--- src/rtl/gia_pkg.sv ---
package gia_pkg;

    typedef enum logic [1:0] {
        CTX_NONE = 2'd0,
        CTX_RX   = 2'd1,
        CTX_TX   = 2'd2,
        CTX_EVT  = 2'd3
    } ctx_state_e;

    localparam logic [1:0] ADR_CHAN  = 2'd0;
    localparam logic [1:0] ADR_COUNT = 2'd1;
    localparam logic [1:0] ADR_TYPE  = 2'd2;
    localparam logic [1:0] ADR_FIFO  = 2'd3;

    localparam logic [2:0] EVT_COS  = 3'b001;
    localparam logic [2:0] EVT_ADDR = 3'b010;
    localparam logic [2:0] EVT_FLOW = 3'b011;
    localparam logic [2:0] EVT_BRK  = 3'b101;

    function automatic logic evt_code_ok(input logic [2:0] c);
        return (c == EVT_COS) || (c == EVT_ADDR) || (c == EVT_FLOW) || (c == EVT_BRK);
    endfunction

    function automatic logic [7:0] len_mask(input logic [1:0] l);
        logic [7:0] m;
        case (l)
            2'b00:   m = 8'h1F;
            2'b01:   m = 8'h3F;
            2'b10:   m = 8'h7F;
            default: m = 8'hFF;
        endcase
        return m;
    endfunction

endpackage

--- src/rtl/gia_pick.sv ---
module gia_pick #(
    parameter int NCH = 8,
    parameter int CHW = $clog2(NCH)
) (
    input  logic [NCH-1:0] req,
    output logic           any,
    output logic [CHW-1:0] pick
);

    always_comb begin
        pick = '0;
        for (int i = NCH - 1; i >= 0; i--) begin
            if (req[i]) pick = CHW'(i);
        end
    end

    assign any = |req;

endmodule

--- src/rtl/gia_ctx_fsm.sv ---
module gia_ctx_fsm
    import gia_pkg::*;
#(
    parameter int CHW = 3
) (
    input  logic           clk,
    input  logic           rst_n,
    input  logic           ack,
    input  logic           any,
    input  logic [CHW-1:0] pick,
    input  logic           sel_rx,
    input  logic           sel_err,
    input  logic           sel_tx,
    input  logic [2:0]     sel_evt,
    output ctx_state_e     state,
    output logic [CHW-1:0] ctx_ch,
    output logic [7:0]     ctx_type
);

    ctx_state_e nxt;
    ctx_state_e pick_kind;
    logic [7:0] type_new;

    always_comb begin
        if (!any)        pick_kind = CTX_NONE;
        else if (sel_rx) pick_kind = CTX_RX;
        else if (sel_tx) pick_kind = CTX_TX;
        else             pick_kind = CTX_EVT;
    end

    always_comb begin
        type_new = 8'h00;
        if (any) begin
            type_new[7:6] = sel_rx ? {1'b1, ~sel_err} : 2'b00;
            type_new[5]   = sel_tx;
            type_new[2:0] = evt_code_ok(sel_evt) ? sel_evt : 3'b000;
        end
    end

    always_comb begin
        nxt = state;
        unique case (state)
            CTX_NONE: if (ack) nxt = pick_kind;
            CTX_RX:   if (ack) nxt = pick_kind;
            CTX_TX:   if (ack) nxt = pick_kind;
            CTX_EVT:  if (ack) nxt = pick_kind;
            default:  nxt = CTX_NONE;
        endcase
    end

    always_ff @(posedge clk or negedge rst_n) begin
        if (!rst_n) state <= CTX_NONE;
        else        state <= nxt;
    end

    always_ff @(posedge clk or negedge rst_n) begin
        if (!rst_n) begin
            ctx_ch   <= '0;
            ctx_type <= 8'h00;
        end else if (ack) begin
            ctx_ch   <= any ? pick : '0;
            ctx_type <= type_new;
        end
    end


    ctx_hold_chk: assert property (@(posedge clk) disable iff (!rst_n)
        !ack |=> ($stable(ctx_ch) && $stable(ctx_type) && $stable(state)));


    none_ctx_chk: assert property (@(posedge clk) disable iff (!rst_n)
        (state == CTX_NONE) |-> (ctx_type == 8'h00 && ctx_ch == '0));


    type_gap_chk: assert property (@(posedge clk) disable iff (!rst_n)
        ctx_type[4:3] == 2'b00);

endmodule

--- src/rtl/gia_regmux.sv ---
module gia_regmux
    import gia_pkg::*;
#(
    parameter int NCH        = 8,
    parameter int CHW        = $clog2(NCH),
    parameter int FIFO_DEPTH = 16,
    parameter int LVLW       = $clog2(FIFO_DEPTH + 1),
    parameter int CNTW       = $clog2(FIFO_DEPTH)
) (
    input  logic              clk,
    input  logic              rst_n,
    input  ctx_state_e        state,
    input  logic [CHW-1:0]    ctx_ch,
    input  logic [7:0]        ctx_type,
    input  logic              rd_en,
    input  logic              wr_en,
    input  logic [1:0]        addr,
    input  logic [7:0]        wdata,
    input  logic [NCH*LVLW-1:0] rx_level,
    input  logic [NCH*LVLW-1:0] tx_free,
    input  logic [NCH*2-1:0]  char_len,
    input  logic [NCH*8-1:0]  rx_head,
    output logic [7:0]        rdata,
    output logic [NCH-1:0]    rx_pop,
    output logic [NCH-1:0]    tx_push,
    output logic [7:0]        tx_data
);

    logic [LVLW-1:0] lvl;
    logic [CNTW-1:0] cnt;
    logic [7:0]      mask;
    logic [7:0]      head;
    logic [7:0]      rd_next;
    logic [NCH-1:0]  ch_hot;
    logic            valid;

    assign valid  = (state != CTX_NONE);
    assign mask   = len_mask(char_len[ctx_ch*2 +: 2]);
    assign head   = rx_head[ctx_ch*8 +: 8] & mask;
    assign ch_hot = NCH'(1) << ctx_ch;

    always_comb begin
        unique case (state)
            CTX_RX:  lvl = rx_level[ctx_ch*LVLW +: LVLW];
            CTX_TX:  lvl = tx_free[ctx_ch*LVLW +: LVLW];
            default: lvl = '0;
        endcase
        if (lvl == '0)                          cnt = '0;
        else if (lvl > LVLW'(FIFO_DEPTH))       cnt = '1;
        else                                    cnt = CNTW'(lvl - LVLW'(1));
    end

    always_comb begin
        unique case (addr)
            ADR_CHAN:  rd_next = {valid, {(7-CHW){1'b0}}, ctx_ch};
            ADR_COUNT: rd_next = {{(8-CNTW){1'b0}}, cnt};
            ADR_TYPE:  rd_next = ctx_type;
            default:   rd_next = (state == CTX_RX) ? head : 8'h00;
        endcase
    end

    always_ff @(posedge clk or negedge rst_n) begin
        if (!rst_n)     rdata <= 8'h00;
        else if (rd_en) rdata <= rd_next;
    end

    assign rx_pop  = (rd_en && addr == ADR_FIFO && state == CTX_RX) ? ch_hot : '0;
    assign tx_push = (wr_en && addr == ADR_FIFO && valid) ? ch_hot : '0;
    assign tx_data = wdata & mask;


    pop_hot_chk: assert property (@(posedge clk) disable iff (!rst_n)
        $onehot0(rx_pop));


    no_pop_chk: assert property (@(posedge clk) disable iff (!rst_n)
        (state != CTX_RX) |-> (rx_pop == '0));


    push_hot_chk: assert property (@(posedge clk) disable iff (!rst_n)
        (state == CTX_NONE) |-> (tx_push == '0));


    rdata_hold_chk: assert property (@(posedge clk) disable iff (!rst_n)
        !rd_en |=> $stable(rdata));

endmodule

--- src/rtl/gia_global_port.sv ---
module gia_global_port
    import gia_pkg::*;
#(
    parameter int NCH        = 8,
    parameter int FIFO_DEPTH = 16,
    parameter int CHW        = $clog2(NCH),
    parameter int LVLW       = $clog2(FIFO_DEPTH + 1)
) (
    input  logic                clk,
    input  logic                rst_n,
    input  logic                ack,
    input  logic                rd_en,
    input  logic                wr_en,
    input  logic [1:0]          addr,
    input  logic [7:0]          wdata,
    output logic [7:0]          rdata,
    output logic                irq,
    input  logic [NCH-1:0]      rx_req,
    input  logic [NCH-1:0]      rx_err,
    input  logic [NCH-1:0]      tx_req,
    input  logic [NCH*3-1:0]    evt_code,
    input  logic [NCH*LVLW-1:0] rx_level,
    input  logic [NCH*LVLW-1:0] tx_free,
    input  logic [NCH*2-1:0]    char_len,
    input  logic [NCH*8-1:0]    rx_head,
    output logic [NCH-1:0]      rx_pop,
    output logic [NCH-1:0]      tx_push,
    output logic [7:0]          tx_data
);

    logic [NCH-1:0] evt_ok;
    logic [NCH-1:0] req_all;
    logic           any;
    logic [CHW-1:0] pick;
    ctx_state_e     state;
    logic [CHW-1:0] ctx_ch;
    logic [7:0]     ctx_type;

    for (genvar g = 0; g < NCH; g++) begin : g_evt
        assign evt_ok[g] = evt_code_ok(evt_code[g*3 +: 3]);
    end

    assign req_all = rx_req | tx_req | evt_ok;
    assign irq     = any;

    gia_pick #(.NCH(NCH), .CHW(CHW)) u_pick (
        .req  (req_all),
        .any  (any),
        .pick (pick)
    );

    gia_ctx_fsm #(.CHW(CHW)) u_fsm (
        .clk      (clk),
        .rst_n    (rst_n),
        .ack      (ack),
        .any      (any),
        .pick     (pick),
        .sel_rx   (rx_req[pick]),
        .sel_err  (rx_err[pick]),
        .sel_tx   (tx_req[pick]),
        .sel_evt  (evt_code[pick*3 +: 3]),
        .state    (state),
        .ctx_ch   (ctx_ch),
        .ctx_type (ctx_type)
    );

    gia_regmux #(.NCH(NCH), .CHW(CHW), .FIFO_DEPTH(FIFO_DEPTH), .LVLW(LVLW)) u_mux (
        .clk      (clk),
        .rst_n    (rst_n),
        .state    (state),
        .ctx_ch   (ctx_ch),
        .ctx_type (ctx_type),
        .rd_en    (rd_en),
        .wr_en    (wr_en),
        .addr     (addr),
        .wdata    (wdata),
        .rx_level (rx_level),
        .tx_free  (tx_free),
        .char_len (char_len),
        .rx_head  (rx_head),
        .rdata    (rdata),
        .rx_pop   (rx_pop),
        .tx_push  (tx_push),
        .tx_data  (tx_data)
    );


    pick_req_chk: assert property (@(posedge clk) disable iff (!rst_n)
        any |-> req_all[pick]);


    pick_low_chk: assert property (@(posedge clk) disable iff (!rst_n)
        any |-> ((req_all & ((NCH'(1) << pick) - NCH'(1))) == '0));

endmodule

--- config.mk ---
export PLATFORM = sky130hd
export DESIGN_NAME = gia_global_port
export DESIGN_NICKNAME = d
export VERILOG_FILES = /design/src/rtl/gia_pkg.sv /design/src/rtl/gia_pick.sv /design/src/rtl/gia_ctx_fsm.sv /design/src/rtl/gia_regmux.sv /design/src/rtl/gia_global_port.sv
export SDC_FILE = /design/constraint.sdc
export NUM_CORES = 1
export LEC_CHECK = 0
export BUFFER_PORTS_ARGS = -buffer_cell sky130_fd_sc_hd__buf_2
export CORE_AREA = 2 2 99 101
export CTS_BUF_LIST = sky130_fd_sc_hd__clkbuf_8
export CTS_CLUSTER_SIZE = 25
export DETAILED_ROUTE_END_ITERATION = 8
export DIE_AREA = 0 0 101 103
export PLACE_DENSITY = 0.72
export REMOVE_ABC_BUFFERS = 1
export SETUP_SLACK_MARGIN = 0.4
export SKIP_CTS_REPAIR_TIMING = 1
export SYNTH_ARGS = -nofsm -noshare
export SYNTH_HDL_FRONTEND = slang
export SYNTH_SLANG_ARGS = --single-unit
export TNS_END_PERCENT = 5
--- constraint.sdc ---
create_clock -name clk -period 3.5 [get_ports clk]
set_input_delay 0.7 -clock clk [delete_from_list [all_inputs] [get_ports clk]]
set_output_delay 0.7 -clock clk [all_outputs]
set_load 0.05 [all_outputs]
## Word level (Yosys, flattened, before mapping)

Cells that the tools add are included.

| storage, ports and cells | value |
|---|---|
| flip-flop bits (word level) | 19 |
| input port bits | 223 |
| output and inout port bits | 33 |
| logic and storage cells | 135 |

| cells by class | value |
|---|---|
| add/sub/neg operators | 1 |
| multiply operators | 2 |
| magnitude comparators | 2 |
| eq/ne operators | 45 |
| shifts and indexed selects | 6 |
| muxes and demuxes | 32 |
| bitwise logic cells | 5 |
| reduce and logical (&&, ||, !) cells | 38 |

Operator list:

| cell | number |
|---|---|
| 40-bit by 7-bit variable part select with 5-bit output | 2 |
| 64-bit by 7-bit variable part select with 8-bit output | 1 |
| 3-bit by 2-bit equality test with 1-bit output, second input constant | 18 |
| 8-bit case mux with 3 select lines | 2 |
| 3-bit two-way mux | 12 |
| 3-bit by 1-bit equality test with 1-bit output, second input constant | 9 |
| 3-bit equality test, second input constant | 9 |
| 1-bit logical OR | 27 |
| 8-bit two-way mux | 3 |
| 24-bit by 6-bit variable part select with 3-bit output | 1 |
| 8-bit bitwise AND | 2 |
| 8-bit bitwise OR | 2 |
| 16-bit by 5-bit variable part select with 2-bit output | 1 |
| 2-bit equality test, second input constant | 5 |
| 2-bit two-way mux | 5 |
| 5-bit case mux with 2 select lines | 1 |
| 1-bit binary-select mux with 3-bit select | 3 |
| 4-bit two-way mux | 2 |
| 8-bit OR reduction | 1 |
| 1-bit by 3-bit << shifter with 8-bit output, first input constant | 1 |
| 2-bit by 1-bit equality test with 1-bit output, second input constant | 3 |
| 2-bit logical NOT | 3 |
| 3-bit by 3-bit multiplier with 6-bit output, second input constant | 1 |
| 5-bit greater-than comparator, second input constant | 1 |
| other kinds (10) | 16 |

## Longest topological paths before layout

Gate-level depths: netlist of run 1.

| logic depth | value |
|---|---|
| word-level depth | 21 |
| mapped depth | 14 |
| mapped depth without buffers | 13 |

## Hierarchy

From an unflattened synthesis of run 1, not the netlist that was laid out.

| second synthesis, totals | value |
|---|---|
| cell total of the unflattened synthesis | 328 |
| area total of the unflattened synthesis | 3,271.9 µm² |

Modules (own cells, without submodules):

| module | instances | cells an instance | area an instance (µm²) | seq. area each (µm²) |
|---|---|---|---|---|
| gia_regmux | 1 | 213 | 2,133.3 | 200.2 |
| gia_global_port | 1 | 53 | 559.3 | 0.0 |
| gia_ctx_fsm | 1 | 49 | 498.0 | 275.3 |
| gia_pick | 1 | 13 | 81.3 | 0.0 |

## Worst setup path before layout of run 1

OpenSTA, ideal clock, no wires.

| path | value |
|---|---|
| path kind | in2out |
| start point | input addr[1] |
| end point | output tx_push[4] |
| arrival | 2,517 ps |
| data required time | 2,800 ps |
| setup slack | 283 ps |
| cell stages on the path | 5 |
| path buffers | 1 |
| path through | clkbuf_1 -> nand2_1 -> nor3b_1 -> nand2_1 -> nor3_1 |

| on the way | value |
|---|---|
| longest elaborated chain between the ends | 4 |

Ends and longest elaborated chain:

| element | line | source |
|---|---|---|
| from (decl) | gia_global_port.sv:14 | `input logic [1:0] addr,` |
| 2-bit equality test | gia_regmux.sv:68 | `assign tx_push = (wr_en && addr == ADR_FIFO && valid) ? ch_hot : '0;` |
| 1-bit logical AND (2 in series) | gia_regmux.sv:68 |  |
| 8-bit two-way mux | gia_regmux.sv:68 |  |
| to (decl) | gia_global_port.sv:27 | `output logic [NCH-1:0] tx_push,` |

No other way between the ends.

## Worst setup path after layout of run 1

| path | value |
|---|---|
| start point | input evt_code[19] |
| end point | output irq |

| on the way | value |
|---|---|
| longest elaborated chain between the ends | 6 |
| elaborated cells on any way between the ends | 9 |
| those cells by class | eq/ne: 4; bitwise: 1; reduce/logical: 4 |

Ends and longest elaborated chain:

| element | line | source |
|---|---|---|
| from (decl) | gia_global_port.sv:21 | `input logic [NCH*3-1:0] evt_code,` |
| 3-bit by 1-bit equality test with 1-bit output / 3-bit by 2-bit equality test with 1-bit output (equally long branches) | gia_pkg.sv:21 | `return (c == EVT_COS) \|\| (c == EVT_ADDR) \|\| (c == EVT_FLOW) \|\| (c == EVT_BRK);` |
| 1-bit logical OR (2 in series) | gia_pkg.sv:21 |  |
| 1-bit logical OR * | gia_pkg.sv:21 |  |
| 8-bit bitwise OR * | gia_global_port.sv:43 | `assign req_all = rx_req \| tx_req \| evt_ok;` |
| 8-bit OR reduction * | gia_pick.sv:17 | `assign any = \|req;` |
| to (decl) | gia_global_port.sv:17 | `output logic irq,` |

Every way passes the cells marked *; elsewhere a longest branch is shown, timed or not.

==> flow_metrics.py, run 1 <==
metrics = {
    "clock_tree": {
        "cts_tree": "built",
        "clock_latency_ns": 0.26,
        "max-clock-path-buffers": 2,
        "cts_made_buffers": 3,
        "ctsRootBufferMaster": "clkbuf_8",
        "clock_sinks": 19,
        "h-tree-depth": 1,
        "cts.clk_slew.worst_paths_ns": 0.08,
    },
    "die": {
        "pin_count": 256,
        "initial_core_util": 0.3403,
        "die_w_um": 101,
        "num_rows": 36,
        "die-height_um": 103,
        "core_area_mm2": 0.009459,
        "die-area_mm2": 0.01040,
    },
    "place": {
        "dp_cells": 682,
        "dp_hpwl_um": 10260,
        "io_buffers": 245,
        "place_area_mm2": 0.004497,
        "place.gp.congestion": 0.9103,
        "place_ws_ns": 0.3289,
    },
    "run": {
        "maxCapViolCount": 0,
    },
    "yosys": {
        "synth.avg_cell_area_um2": 9.413,
        "netlist_instances": 342,
        "ys_ff_latch": 19,
        "ys.flop_type": "dfrtp_1",
        "synth_seq_area_share": 0.1477,
        "ys_async_sr_fraction": 1.000,
        "synthesis.area_mm2": 0.003219,
        "yosys_warnings": 0,
        "ys_types": 69,
        "synth-edff-count": 0,
    },
    "timing": {
        "rsz0062_at_grt": "true",
        "slew_headroom": 0.5483,
        "period_needed_ns": 2.992,
        "hold_viol": 0,
        "hold_slack_ns": 0.3833,
        "final_max_slew_viol_count": 0,
        "setup_viol": 0,
        "timing.fmax_mhz": 334.2,
        "period_share": 0.8549,
        "fin_setup_tns_ns": 0,
        "tightestPinTransition_ns": 0.6775,
        "fin_worst_skew_ns": 0.006071,
        "layout_setup_ws_ns": 0.5079,
    },
    "worst_setup_path": {
        "critPathBufInv": 2,
        "critPathMostFrequentCell": "buf_2",
        "critPathMaxStageDelay_ns": 0.38,
        "worst_path_max_delay_cell": "nor4b_4",
        "critPathKind": "input pin to output port",
        "crit_fanout": 4,
        "crit_family": "simple AND/OR/NAND/NOR gates",
        "worstPathRequired_ns": 2.80,
        "crit_arrival_ns": 2.29,
        "startpoint_type": "input pin",
        "crit_chain": "buf_2 > or2_0 > a211oi_2 > nor4b_4 > nand3_1 > buf_2",
        "worstSetupEndpointType": "output port",
    },
    "global_route": {
        "grt_antenna_before_repair": 0,
        "grt_usage": 0.2099,
        "grt_pass1_vias": 3729,
        "grt_max_degree": 26,
        "overflow": 0,
        "grt_pass1_wl_um": 17500,
    },
    "power_and_ir_drop": {
        "internal_power_mw": 0.5736,
        "finalPower_mw": 0.9383,
        "power.density_mw_per_mm2": 206.0,
        "p_clk_frac": 0.165,
        "p_sw_mw": 0.3647,
        "vdd_drop_max_mv": 0.1478,
        "p_leak_nw": 2.084,
        "power_frac_seq": 0.281,
        "p_sw_frac": 0.3887,
        "combPwrFrac": 0.554,
    },
    "detailed_routing": {
        "drc": 0,
        "totalWireLength_um": 11740,
        "drtIter0Drc": 182,
        "antenna_left": 0,
        "vias": 3763,
        "first_pass_iters": 4,
        "vias_per_cell": 5.485,
        "post_drt_wl_per_cell_um": 17.11,
    },
    "final_layout": {
        "multiInputGateArea_mm2": 0.002584,
        "fin_area_mm2": 0.004556,
        "n_fill_cell": 949,
        "fin_util": 0.4816,
        "antenna_cells": 0,
        "area_growth_pct": 41.51,
        "stdcell_count": 686,
        "nNetsFinal": 800,
        "regArea_um2": 483.0,
        "drive_gt1_frac": 0.5857,
    },
    "min_path": {
        "holdCritPathClass": "input pin to async pin",
    },
    "status": {
        "outcome": "complete, no violations",
    },
}
metal layers:
metal / GRT usage / share of wire
met1: 0.2493 / 0.39
met2: 0.4062 / 0.54
met3: 0.03390 / 0.071
met4: 0.03015 / 0.0059
met5: 0 / 0
cell families after synthesis:
kind of cell	Yosys count	share of synthesized area
buffers and inverters	33	0.05247
adders and majority gates	4	0.01555
DFF	19	0.1477
and+or+nand+nor	130	0.2083
xor gates and xnor gates	2	0.005442
muxes	71	0.3727
AOI/OAI and AO/OA	83	0.1978
final cells by class:
class,instances,share of cell area
Multi-Input combinational cell,290,0.5672
Timing Repair Buffer,251,0.2790
Sequential cell,19,0.1060
Tap cell,114,0.03131
Clock buffer,3,0.009063
Inverter,8,0.006592
Clock inverter,1,0.0008239
placed cells by master (no fill, tap or decap), types with 8 or more instances in the layout:
cell type  instances
inv_1              9
mux2_2            11
nor3_1             8
nand3_1            8
nand2_1           41
mux4_2            38
buf_2            245
dfrtp_1           17
nor2_1            37
o21ai_0           13
a21oi_1           12
mux2i_1           21
power groups by stage:
stage / Combinational [mW] / Sequential, mW / Clock (mW)
after floorplan: 0.255 / 0.315 / 0
after global routing: 0.568 / 0.268 / 0.171
final: 0.519 / 0.264 / 0.155
after CTS: 0.521 / 0.264 / 0.157
after detailed placement: 0.520 / 0.268 / 0
after global placement: 0.509 / 0.268 / 0
sequential cells by signal, indices dropped and copies added, names as in the netlist:
| register | count |
|---|---|
| u_mux.rdata | 8 |
| u_fsm.ctx_ch | 3 |
| u_fsm.ctx_type | 6 |
| u_fsm.state | 2 |
cell usage after synthesis, types with 4 or more instances:
library cell / number / share of area
or2_2: 4 / 0.0078
mux4_2: 38 / 0.27
and2_1: 7 / 0.014
o21ai_0: 13 / 0.020
nor3b_2: 4 / 0.016
mux2i_1: 22 / 0.068
mux2_2: 11 / 0.038
nor2_1: 37 / 0.043
dfrtp_1: 19 / 0.15
o211ai_1: 4 / 0.0093
buf_4: 7 / 0.016
clkbuf_1: 6 / 0.0070
nand3_1: 8 / 0.012
nand2_1: 41 / 0.048
inv_1: 8 / 0.0093
ha_1: 4 / 0.016
o22ai_1: 6 / 0.012
buf_2: 9 / 0.014
a211oi_1: 4 / 0.0093
nor3_1: 8 / 0.012
a21oi_1: 12 / 0.019
final timing paths:
check                                          to  depth (start not counted)  slack (ns)               from
worst max-delay path                          irq                          6        0.51       evt_code[19]
worst min-delay path              u_fsm.ctx_ch[2]                          1        0.38              rst_n
max in group asynchronous         u_fsm.ctx_ch[0]                          1        2.76              rst_n
worst max register to register     u_mux.rdata[2]                         10        0.60    u_fsm.ctx_ch[0]
worst min register to register  u_fsm.ctx_type[1]                          1        0.49  u_fsm.ctx_type[1]
min in group clk                u_fsm.ctx_type[1]                          1        0.49  u_fsm.ctx_type[1]
No activity file was read; power rests on OpenSTA's default activity.
==> run 2, diff against run 1 <==
--- a/config.mk
+++ b/config.mk
@@ -6,12 +6,11 @@
 export NUM_CORES = 1
 export LEC_CHECK = 0
 export BUFFER_PORTS_ARGS = -buffer_cell sky130_fd_sc_hd__buf_2
-export CORE_AREA = 2 2 99 101
+export CORE_MARGIN = 2
+export CORE_UTILIZATION = 25
 export CTS_BUF_LIST = sky130_fd_sc_hd__clkbuf_8
 export CTS_CLUSTER_SIZE = 25
 export DETAILED_ROUTE_END_ITERATION = 8
-export DIE_AREA = 0 0 101 103
-export PLACE_DENSITY = 0.72
 export REMOVE_ABC_BUFFERS = 1
 export SETUP_SLACK_MARGIN = 0.4
 export SKIP_CTS_REPAIR_TIMING = 1
==> run 2 against run 1 <==
Effect of this change: global-route usage is 3.8 points lower; count of clock-buffer cells in the layout did not move; non-clock buffer count increased by 9; largest power group unchanged; critical path depth stayed put.
==> flow_metrics.py, run 2 (synthesis gave the netlist of run 1 again) <==
metrics = {
    "timing": {
        "layout_setup_ws_ns": 0.5409,
        "timing.fmax_mhz": 337.9,
        "tightestPinTransition_ns": 0.5777,
        "rsz0062_at_grt": "true",
        "hold_viol": 0,
        "fin_worst_skew_ns": 0.002042,
        "final_max_slew_viol_count": 0,
        "hold_slack_ns": 0.3664,
        "period_share": 0.8454,
        "period_needed_ns": 2.959,
        "slew_headroom": 0.6136,
        "setup_viol": 0,
    },
    "final_layout": {
        "fin_area_mm2": 0.004711,
        "final_common_cell": "buf_2",
        "multiInputGateArea_mm2": 0.002581,
        "layout_common_cells": "245 x buf_2, 41 x nand2_1, 38 x mux4_2, 37 x nor2_1, 22 x mux2i_1",
        "antenna_cells": 0,
        "largest_reg_flops": 8,
        "nNetsFinal": 809,
        "n_fill_cell": 1301,
        "top_register": "u_mux.rdata",
        "drive_gt1_frac": 0.5921,
        "fin_util": 0.3733,
        "area_growth_pct": 46.33,
        "top_regs": "u_mux.rdata (8), u_fsm.ctx_type (6), u_fsm.ctx_ch (3)",
        "regArea_um2": 480.5,
    },
    "power_and_ir_drop": {
        "power.density_mw_per_mm2": 205.0,
        "finalPower_mw": 0.9657,
        "vdd_drop_max_mv": 0.1158,
        "p_leak_nw": 2.127,
    },
    "place": {
        "place_ws_ns": 0.4264,
        "place.gp.congestion": 0.8716,
        "place_area_mm2": 0.004612,
        "dp_hpwl_um": 10500,
        "io_buffers": 245,
    },
    "worst_setup_path": {
        "critPathKind": "input pin to output port",
        "critPathMostFrequentCell": "buf_2",
        "rrSetupSlack_ns": 0.68,
        "cp_num_cells": 6,
        "crit_fanout": 4,
        "worstPathRequired_ns": 2.80,
        "critPathLaunch": "evt_code[19]",
        "crit_arrival_ns": 2.26,
        "crit_end": "irq",
        "worst_path_max_delay_cell": "nor4b_4",
        "critPathBufInv": 2,
        "r2r_end": "u_mux.rdata[3]",
        "worstSetupEndpointType": "output port",
        "crit_chain": "buf_2 > or2_0 > a211oi_2 > nor4b_4 > nand3_1 > buf_2",
        "rr_startpoint": "u_fsm.state[0]",
        "worstRegToRegCells": 11,
        "critPathMaxStageDelay_ns": 0.38,
        "crit_family": "simple AND/OR/NAND/NOR gates",
        "startpoint_type": "input pin",
    },
    "die": {
        "die-height_um": 117.5,
        "pin_count": 256,
        "die_w_um": 117.5,
        "die-area_mm2": 0.01380,
        "initial_core_util": 0.2551,
        "core_area_mm2": 0.01262,
        "num_rows": 41,
    },
    "detailed_routing": {
        "drtIter0Drc": 153,
        "vias": 3786,
        "vias_per_cell": 5.028,
        "first_pass_iters": 4,
        "antenna_left": 0,
        "totalWireLength_um": 12250,
        "drc": 0,
        "post_drt_wl_per_cell_um": 16.26,
    },
    "clock_tree": {
        "clock_latency_ns": 0.27,
        "cts.clk_slew.worst_paths_ns": 0.08,
        "clock_sinks": 19,
        "h-tree-depth": 1,
        "max-clock-path-buffers": 2,
        "cts_made_buffers": 3,
        "cts_tree": "built",
        "ctsRootBufferMaster": "clkbuf_8",
    },
    "global_route": {
        "grt_pass1_wl_um": 19710,
        "grt_usage": 0.1717,
        "overflow": 0,
        "grt_max_degree": 37,
        "grt_pass1_vias": 4035,
        "grt_antenna_before_repair": 0,
    },
    "run": {
        "maxCapViolCount": 0,
    },
    "status": {
        "outcome": "complete, no violations",
    },
    "min_path": {
        "holdCritPathClass": "input pin to async pin",
    },
}
## run 2: layer usage
layer	GRT usage	part of all wire	vias up
met1	0.2002	0.40	1811
met3	0.02229	0.054	14
met4	0.03539	0.014	0
met5	0	0	-
met2	0.3333	0.53	158
li1	-	-	1803
## run 2: power by group
part | switching (mW) | internal (mW) | total (mW)
Clock | 0.0877 | 0.0806 | 0.168
Sequential | 0.0176 | 0.243 | 0.260
Combinational | 0.275 | 0.262 | 0.537
Total | 0.380 | 0.585 | 0.966
## run 2: area by class of cell
type                       instances  share of cell area
sequential                        19              0.1020
clock buffer                       3            0.008765
clock inverter                     1            0.001594
inverter                           8            0.006374
multi-input combinational        290              0.5479
timing repair buffer             260              0.2876
tap                              172             0.04568
## run 2: stage by stage
| step | TNS, ns | std cells |
|---|---|---|
| after detailed placement | 0 | 744 |
| after global placement | 0 | 744 |
| after global routing | 0 | 753 |
| final | 0 | 753 |
| after CTS | 0 | 748 |
| after floorplan | -0.06644 | 317 |
## run 2: worst min-delay path by stage
stage / from / endpoint / slack (ns) / cells after the start
finish: rst_n / u_mux.rdata[6] / 0.37 / 1
global route: rst_n / u_mux.rdata[6] / 0.39 / 1
CTS: rst_n / u_mux.rdata[6] / 0.38 / 1
detailed placement: u_fsm.ctx_type[1] / u_fsm.ctx_type[1] / 0.47 / 1
global placement: u_fsm.ctx_type[1] / u_fsm.ctx_type[1] / 0.47 / 1
floorplan: rst_n / u_fsm.ctx_ch[0] / 0.40 / 0
==> run 3, diff against run 2 <==
==> constraint.sdc (replaced) <==
create_clock -name clk -period 2.6 [get_ports clk]
set_input_delay 0.52 -clock clk [delete_from_list [all_inputs] [get_ports clk]]
set_output_delay 0.52 -clock clk [all_outputs]
set_load 0.05 [all_outputs]
==> run 3 against run 2 <==
Effect of this change: register-to-register slack got worse by 0.55 ns; sequential power rose by 35%; clock skew rose by 0.0024 ns; sequential share of layout area is 1.2 points lower; critical path depth unchanged; utilization up 5.0 points; hold slack got worse by 0.17 ns; power up 47%; combinational power is 60% higher; worst setup slack worse by 0.48 ns; global-route usage is 1.6 points higher.
==> flow_metrics.py, run 3 (synthesis gave the netlist of run 1 again) <==
metrics = {
    "min_path": {
        "holdCritPathClass": "input pin to async pin",
    },
    "final_layout": {
        "largest_reg_flops": 8,
        "drive_gt1_frac": 0.6557,
        "stdcell_count": 812,
        "layout_common_cells": "240 x buf_2, 68 x buf_4, 40 x nand2_1, 38 x mux4_2, 35 x nor2_1",
        "final_common_cell": "buf_2",
        "n_fill_cell": 1299,
        "area_growth_pct": 65.76,
        "top_regs": "u_mux.rdata (8), u_fsm.ctx_type (6), u_fsm.ctx_ch (3)",
        "top_register": "u_mux.rdata",
        "fin_area_mm2": 0.005336,
        "nNetsFinal": 867,
    },
    "power_and_ir_drop": {
        "power.density_mw_per_mm2": 265.6,
        "combPwrFrac": 0.605,
        "internal_power_mw": 0.8784,
        "p_sw_frac": 0.3803,
        "vdd_drop_max_mv": 0.1428,
        "power_frac_seq": 0.247,
        "p_leak_nw": 2.453,
        "p_clk_frac": 0.148,
        "p_sw_mw": 0.5391,
    },
    "place": {
        "dp_cells": 793,
        "dp_hpwl_um": 11580,
        "place.gp.congestion": 0.8584,
        "place_area_mm2": 0.005005,
        "io_buffers": 245,
    },
    "clock_tree": {
        "cts_tree": "built",
        "clock_sinks": 19,
        "cts.clk_slew.worst_paths_ns": 0.08,
        "max-clock-path-buffers": 2,
        "ctsRootBufferMaster": "clkbuf_8",
        "cts_made_buffers": 3,
        "clock_latency_ns": 0.26,
        "h-tree-depth": 1,
    },
    "detailed_routing": {
        "wl_met3_um": 720,
        "vias_per_cell": 5.020,
        "drc": 0,
        "dr_wl_met2_um": 7344,
        "totalWireLength_um": 13580,
        "first_pass_iters": 6,
        "antenna_left": 0,
        "vias": 4076,
        "drtIter0Drc": 210,
        "routedLengthMet1_um": 5292,
        "post_drt_wl_per_cell_um": 16.73,
        "maxUsedRoutingLayer": "met4",
    },
    "worst_setup_path": {
        "crit_arrival_ns": 2.02,
        "worstSetupEndpointType": "output port",
        "worstPathRequired_ns": 2.08,
        "startpoint_type": "flop",
        "crit_fanout": 7,
        "critPathKind": "flop to output port",
    },
    "timing": {
        "slew_headroom": 0.6362,
        "hold_viol": 0,
        "period_needed_ns": 2.543,
        "fin_setup_tns_ns": 0,
        "period_share": 0.9782,
        "final_max_slew_viol_count": 0,
        "rsz0062_at_grt": "true",
        "timing.fmax_mhz": 393.2,
        "setup_viol": 0,
        "fin_worst_skew_ns": 0.004468,
        "tightestPinTransition_ns": 0.5420,
    },
    "die": {
        "core_area_mm2": 0.01262,
        "initial_core_util": 0.2551,
        "die-area_mm2": 0.01380,
        "die-height_um": 117.5,
        "die_w_um": 117.5,
        "pin_count": 256,
        "num_rows": 41,
    },
    "global_route": {
        "grt_usage": 0.1876,
        "overflow": 0,
        "grt_max_degree": 24,
        "grt_antenna_before_repair": 1,
        "grt_pass1_vias": 4369,
        "grt_pass1_wl_um": 21380,
    },
    "status": {
        "outcome": "complete, no violations",
    },
    "run": {
        "maxCapViolCount": 0,
    },
}
## run 3: layout make-up
class,instances,area (um^2),area share
clock inverters,1,5.005,0.0009379
clock buffers,3,41.29,0.007737
diodes,1,2.502,0.0004689
repair buffers,318,1882,0.3526
inverters,8,30.03,0.005627
well taps,172,215.2,0.04033
flip-flops and latches,19,478.0,0.08957
multi-input cells,290,2683,0.5027
## run 3: critical path: stages (launching register included)
cell	delay, ns
dfrtp_2	0.47
buf_12	0.15
mux4_2	0.50
mux2i_1	0.26
nand2_2	0.09
and2_4	0.14
buf_8	0.14
## run 3: final timing paths
kind                            cells after the start         startpoint                 to  slack, ns
worst max-delay path                                6    u_fsm.ctx_ch[0]         tx_data[5]       0.06
worst min-delay path                                1              rst_n  u_fsm.ctx_type[5]       0.20
worst max register to register                     12     u_fsm.state[1]     u_mux.rdata[0]       0.13
worst min register to register                      1  u_fsm.ctx_type[7]  u_fsm.ctx_type[7]       0.49
max in group asynchronous                           1              rst_n    u_fsm.ctx_ch[1]       2.07
min in group clk                                    1  u_fsm.ctx_type[7]  u_fsm.ctx_type[7]       0.49
## run 3: metal layers
layer	global-route usage	vias to the layer above
met3	0.02568	20
met5	0	-
met4	0.04518	0
li1	-	1917
met1	0.2101	1958
met2	0.3702	181
## run 3: per-stage QoR
| stage | worst slack, ns | util | power, mW | hold slack (ns) |
|---|---|---|---|---|
| floorplan | -0.9474 | - | 0.7666 | 0.2244 |
| global placement | -0.1529 | 0.3966 | 1.122 | 0.4762 |
| detailed placement | -0.1954 | 0.3966 | 1.136 | 0.4747 |
| CTS | -0.2168 | 0.4003 | 1.350 | 0.2081 |
| global route | -0.02992 | 0.4229 | 1.515 | 0.2177 |
| finish | 0.05663 | 0.4229 | 1.418 | 0.1988 |
## run 3: power groups by stage
stage | logic, mW | registers [mW] | clock network [mW]
2_1_floorplan | 0.343 | 0.424 | 0
6_report | 0.858 | 0.350 | 0.210
3_3_place_gp | 0.767 | 0.355 | 0
3_5_place_dp | 0.781 | 0.354 | 0
4_1_cts | 0.783 | 0.349 | 0.218
5_1_grt | 0.931 | 0.355 | 0.230
